### config.mk
export PLATFORM = sky130hd
export DESIGN_NAME = xcvr_bus_top
export DESIGN_NICKNAME = d
export VERILOG_FILES = /design/src/rtl/xcvr_pkg.sv /design/src/rtl/xcvr_store.sv /design/src/rtl/xcvr_lane.sv /design/src/rtl/xcvr_bus_top.sv
export SDC_FILE = /design/constraint.sdc
export NUM_CORES = 1
export LEC_CHECK = 0
export BUFFER_PORTS_ARGS = -buffer_cell sky130_fd_sc_hd__buf_2
export CORE_MARGIN = 2
export CORE_UTILIZATION = 44
export CTS_CLUSTER_DIAMETER = 80
export DETAILED_ROUTE_END_ITERATION = 8
export GPL_TIMING_DRIVEN = 0
export HOLD_SLACK_MARGIN = 0.02
export PLACE_DENSITY = 0.77
export SLEW_MARGIN = 20
export SYNTH_ARGS = -nofsm -noshare
export SYNTH_HDL_FRONTEND = slang
export SYNTH_SLANG_ARGS = --single-unit
### constraint.sdc
create_clock -name clk -period 0.9 [get_ports clk]
set_input_delay 0.09 -clock clk [delete_from_list [all_inputs] [get_ports clk]]
set_output_delay 0.09 -clock clk [all_outputs]
set_load 0.02 [all_outputs]
### src/rtl/xcvr_pkg.sv
package xcvr_pkg;

  // Source select for one direction: live bus or stored register.
  function automatic logic [63:0] pick_src(input logic use_store,
                                           input logic [63:0] live,
                                           input logic [63:0] stored);
    return use_store ? stored : live;
  endfunction

  // Drive enable for one side of a lane.
  // drive_to_b = 1 asks for the B side, 0 asks for the A side.
  function automatic logic side_drives(input logic oe_n,
                                       input logic dir,
                                       input logic drive_to_b);
    return !oe_n && (dir == drive_to_b);
  endfunction

endpackage

### src/rtl/xcvr_store.sv
module xcvr_store #(
  parameter int LW = 9
) (
  input  logic          clk,
  input  logic          rst_n,
  input  logic          cap,
  input  logic [LW-1:0] d,
  output logic [LW-1:0] q
);

  always_ff @(posedge clk) begin
    if (!rst_n)   q <= '0;
    else if (cap) q <= d;
  end

endmodule

### src/rtl/xcvr_lane.sv
module xcvr_lane
  import xcvr_pkg::*;
#(
  parameter int LW = 9
) (
  input  logic          clk,
  input  logic          rst_n,
  input  logic          oe_n,
  input  logic          dir,
  input  logic          sel_ab,
  input  logic          sel_ba,
  input  logic          cap_ab,
  input  logic          cap_ba,
  input  logic [LW-1:0] a_in,
  input  logic [LW-1:0] b_in,
  output logic [LW-1:0] a_out,
  output logic [LW-1:0] b_out,
  output logic [LW-1:0] a_oe,
  output logic [LW-1:0] b_oe
);

  logic [LW-1:0] stored_ab;
  logic [LW-1:0] stored_ba;
  logic [63:0]   mux_ab;
  logic [63:0]   mux_ba;

  xcvr_store #(.LW(LW)) u_reg_ab (
    .clk(clk), .rst_n(rst_n), .cap(cap_ab), .d(a_in), .q(stored_ab)
  );

  xcvr_store #(.LW(LW)) u_reg_ba (
    .clk(clk), .rst_n(rst_n), .cap(cap_ba), .d(b_in), .q(stored_ba)
  );

  always_comb begin
    mux_ab = pick_src(sel_ab, 64'(a_in), 64'(stored_ab));
    mux_ba = pick_src(sel_ba, 64'(b_in), 64'(stored_ba));
    b_out  = mux_ab[LW-1:0];
    a_out  = mux_ba[LW-1:0];
    b_oe   = {LW{side_drives(oe_n, dir, 1'b1)}};
    a_oe   = {LW{side_drives(oe_n, dir, 1'b0)}};
  end

endmodule

### src/rtl/xcvr_bus_top.sv
module xcvr_bus_top #(
  parameter int W     = 18,
  parameter int LANES = 2
) (
  input  logic             clk,
  input  logic             rst_n,
  input  logic [LANES-1:0] oe_n,
  input  logic [LANES-1:0] dir,
  input  logic [LANES-1:0] sel_ab,
  input  logic [LANES-1:0] sel_ba,
  input  logic [LANES-1:0] cap_ab,
  input  logic [LANES-1:0] cap_ba,
  input  logic [W-1:0]     a_in,
  output logic [W-1:0]     a_out,
  output logic [W-1:0]     a_oe,
  input  logic [W-1:0]     b_in,
  output logic [W-1:0]     b_out,
  output logic [W-1:0]     b_oe
);

  localparam int LW = W / LANES;

  for (genvar l = 0; l < LANES; l++) begin : g_lane
    xcvr_lane #(.LW(LW)) u_lane (
      .clk   (clk),
      .rst_n (rst_n),
      .oe_n  (oe_n[l]),
      .dir   (dir[l]),
      .sel_ab(sel_ab[l]),
      .sel_ba(sel_ba[l]),
      .cap_ab(cap_ab[l]),
      .cap_ba(cap_ba[l]),
      .a_in  (a_in[l*LW +: LW]),
      .b_in  (b_in[l*LW +: LW]),
      .a_out (a_out[l*LW +: LW]),
      .b_out (b_out[l*LW +: LW]),
      .a_oe  (a_oe[l*LW +: LW]),
      .b_oe  (b_oe[l*LW +: LW])
    );
  end

endmodule

# Word-level counts from Yosys, hierarchy flattened
# Cells that the tools add are included.
[totals]
ff_bits = 36
inputBits = 50
wordCells = 16
[classes]
mux = 4
n_bitwise = 2
n_reduce_logical = 6
[op_table]
columns = ["operator", "count"]
rows = [
  ["$mux W9", 4],
  ["$logic_and A1 B1 Y1", 4],
  ["$logic_not A1 Y1", 2],
  ["$not A1 Y1", 2],
]

# Logic depth before layout (Yosys ltp)
[logic_depth]
ltp_word = 2
ltp_mapped = 3
mapped_depth_nobuf = 2

# Hierarchy
# Synthesis repeated with hierarchy kept, for this count alone.
[hier_totals]
hier_cells = 188
area_unflattened_um2 = 2197.1
[modules_own_cells]
columns = ["module", "instances", "cells_each", "area_each_um2", "seq_area_each_um2"]
rows = [
  ["xcvr_store", 4, 28, 337.8, 180.2],
  ["xcvr_lane", 2, 38, 422.9, 0.0],
]

# Worst setup path before layout
# No wires, ideal clock.
[synth_timing]
path_type = "input -> output"
startpoint = "input port dir[1]"
endpoint = "output port b_oe[10]"
t_arrival_ns = 0.938
required_time_ns = 0.810
setup_slack_ns = -0.128
path_stages = 2
path_cell_list = "nor2b_1 > buf_4"
[synth_between]
elab_chain_len = 1
[synth_lines]
columns = ["element", "line", "source"]
rows = [
  ["from (decl)", "xcvr_bus_top.sv:8", "input logic [LANES-1:0] dir,"],
  ["$logic_and A1 B1 Y1", "xcvr_pkg.sv:15", "return !oe_n && (dir == drive_to_b);"],
  ["to (decl)", "xcvr_bus_top.sv:18", "output logic [W-1:0] b_oe"],
]
# Every way passes these cells.

# Final worst setup path
[layout_timing]
startpoint = "register g_lane[0].u_lane.u_reg_ab.q[8]"
endpoint = "output port b_out[8]"
[layout_between]
elab_chain_len = 1
[layout_lines]
columns = ["element", "line", "source"]
rows = [
  ["from (decl)", "xcvr_store.sv:8", "output logic [LW-1:0] q"],
  ["from (signal assigned)", "xcvr_store.sv:12", "if (!rst_n) q <= '0;"],
  ["from (signal assigned)", "xcvr_store.sv:13", "else if (cap) q <= d;"],
  ["$mux W9", "xcvr_pkg.sv:7", "return use_store ? stored : live;"],
  ["to (decl)", "xcvr_bus_top.sv:17", "output logic [W-1:0] b_out,"],
]
# Every way passes these cells.

==> impl_metrics.csv <==
group,metric,value,unit
timing,fmax,0.911,GHz
floorplan,ios,122,
placed_design,hpwl,3280,µm
synthesis,ys_warn_count,0,
worst_setup_path,cp-start-kind,"flip-flop",
clock_tree,cts_sinks,36,
layout,mostFrequentLayoutCell,"buf_2",
floorplan,rows,24,
detailed_routing,drtAntennaViolNets,0,
floorplan,core,4440,µm²
worst_setup_path,worstSetupStartpoint,"g_lane[0].u_lane.u_reg_ab.q[8]",
pwr,power.internal,3.12,mW
worst_setup_path,max_stage_delay,330,ps
layout,final_area,3230,µm²
placed_design,post_dp_cell_area,2700,µm²
layout,drive_gt1_share,76.4,%
clock_tree,clk-insertion-delay-late,280,ps
timing,setup_ws,-197,ps
grt,antenna_found_initial,0,
pwr,power,4.40,mW
grt,grt_pass1_vias,1616,
worst_setup_path,endpoint_kind,"primary output",
worst_hold_path,worstHoldStart,"a_in[0]",
synthesis,ys_seq_area_share,35.0,%
worst_setup_path,slowest_stage,"dfxtp_2",
worst_setup_path,crit-reg2reg-launch,"g_lane[0].u_lane.u_reg_ba.q[7]",
worst_hold_path,holdPathEnd,"g_lane[0].u_lane.u_reg_ab.q[0]",
worst_setup_path,crit_chain,"mux2_4 -> buf_6",
placed_design,numPortBuffers,113,
synthesis,synth_nets,241,
timing,worst_pin_slew,210,ps
clock_tree,clk_pin_slew,80,ps
detailed_routing,drc,0,
grt,grt_usage,17.7,%
timing,whs,79.3,ps
floorplan,start_util,46.4,%
detailed_routing,wl_per_cell,13.2,µm
floorplan,fp.dieW,72.5,µm
grt,grt_max_degree,12,
timing,finalSetupTns,-6420,ps
worst_setup_path,critical_path_arrival,1010,ps
pwr,seqPwrFrac,39.9,%
detailed_routing,wl,4850,µm
timing,rsz0062_at_grt,"yes",
clock_tree,numCtsBuffers,5,
synthesis,netlist_area,2060,µm²
floorplan,design.die.area,5250,µm²
timing,min_period,1100,ps
clock_tree,cts-root-buf,"clkbuf_8",
layout,nets,363,
pwr,peakVddDrop,973,µV
pwr,p_leak,1.74,nW
worst_setup_path,ff2ff_setup_slack,140,ps
flow_run,drv_cap,0,
pwr,clockPowerShare,26.7,%
run_status,violations,"negative setup slack",
synthesis,syn_avg_cell_area,10.8,µm²
worst_setup_path,crit_type,"flip-flop to primary output",
detailed_routing,drtIter0Drc,40,
pwr,switchingPower,1.28,mW
detailed_routing,via_count,1680,
pwr,power.density,1360,nW/µm²
clock_tree,cts_tree,"done",
pwr,pwr-share-comb,33.4,%
synthesis,synth_seq_cells,36,
worst_hold_path,hold_depth,3,
run_status,status,"finished with violations",
layout,syn2layout_area_growth,56.8,%
synthesis,ys_types,8,
detailed_routing,dr.pass1.iters,2,
worst_setup_path,reg2reg_depth,3,
worst_setup_path,crit_fanout,2,
timing,fin_crit_sh,122,%
floorplan,die_h,72.5,µm
worst_setup_path,cp.required,810,ps
clock_tree,clockBufferDepth,2,
grt,grt_first_pass_wirelength,7340,µm
worst_hold_path,hold_path.class,"input port to flip-flop",
timing,slew_violations,0,
grt,overflow,0,
detailed_routing,viasPerCell,4.59,
placed_design,dp_slack,-13.0,ps
timing,hold_viol_final,0,
timing,setup_viol,36,
clock_tree,htreeDepth,2,
placed_design,globalplace.congestion,0.707,
worst_setup_path,timing.rr.end,"g_lane[0].u_lane.u_reg_ba.q[7]",
layout,n_antenna_cell,0,
timing,finClkSkew,0,ps
synthesis,syn_inst,191,
layout,layout_common_cells,"buf_2, buf_6, buf_4",
timing,maxSlewHeadroom,86.0,%
pwr,sw_frac_of_total,29.1,%
[Yosys cell counts]
master / count / area [µm²]
mux2_2: 36 / 405
buf_6: 4 / 45.0
dfxtp_1: 36 / 721
nor2b_1: 38 / 238
buf_2: 3 / 15.0
buf_4: 36 / 270
nor2_1: 2 / 7.51
mux2i_1: 36 / 360
[cells by family after synthesis]
kind of cell | count (synthesis) | synth area share [%]
AND/OR/NAND/NOR | 40 | 11.9
multiplexers | 72 | 37.1
flip-flops | 36 | 35.0
buffers and inverters | 43 | 16.0
[metal layers]
metal  global-route usage [%]  vias to the layer above  routed length, µm
li1                         -                      851                  -
met1                     21.0                      756               2050
met2                     31.7                       69               2440
met3                     4.58                        4                323
met4                     4.32                        0                 39
met5                        0                        -                  0
[how the worst max path moves through the flow]
stage / endpoint / slack [ps] / cells past startpoint
floorplan: b_oe[10] / 110 / 2
global placement: b_oe[5] / 30 / 4
detailed placement: b_oe[2] / -10 / 4
CTS: b_out[8] / -200 / 2
global route: b_out[9] / -220 / 2
finish: b_out[8] / -200 / 2
[sequential cells by signal (all words and copies together), names as in the netlist]
register / flops
g_lane.u_lane.u_reg_ab.q: 18
g_lane.u_lane.u_reg_ba.q: 18
[final cells by class]
type                       count  area, µm²
clock buffer                   6       82.6
fill                         346       1210
buffer                        43        330
sequential                    36        763
tap                           52       65.1
timing repair buffer         115        806
clock inverter                 2       10.0
multi-input combinational    112       1180
[power by group through the flow]
stage / clock (mW) / combinational (mW) / sequential (mW)
after floorplan: 0 / 0.817 / 1.75
after global placement: 0 / 1.15 / 1.76
after detailed placement: 0 / 1.17 / 1.76
after CTS: 1.22 / 1.46 / 1.75
after global routing: 1.29 / 1.56 / 1.76
final: 1.17 / 1.47 / 1.75
[critical path: cells and delay by family (launching register included)]
family / cells / cell delay, ps
DFF: 1 / 330
muxes: 1 / 260
buffers and inverters: 1 / 130
[what timing repair did]
item                                    CTS  global route
resized for setup                       144             2
endpoints found under the setup margin   52            52
buffers inserted                          0             2
hold buffers                              0             0
[metrics by stage]
stage | std cells | utilization, %
global placement | 356 | 60.8
detailed placement | 356 | 60.8
global route | 366 | 72.7
finish | 366 | 72.7
floorplan | 191 | -
CTS | 364 | 72.2
No activity file was read; power rests on OpenSTA's default activity.
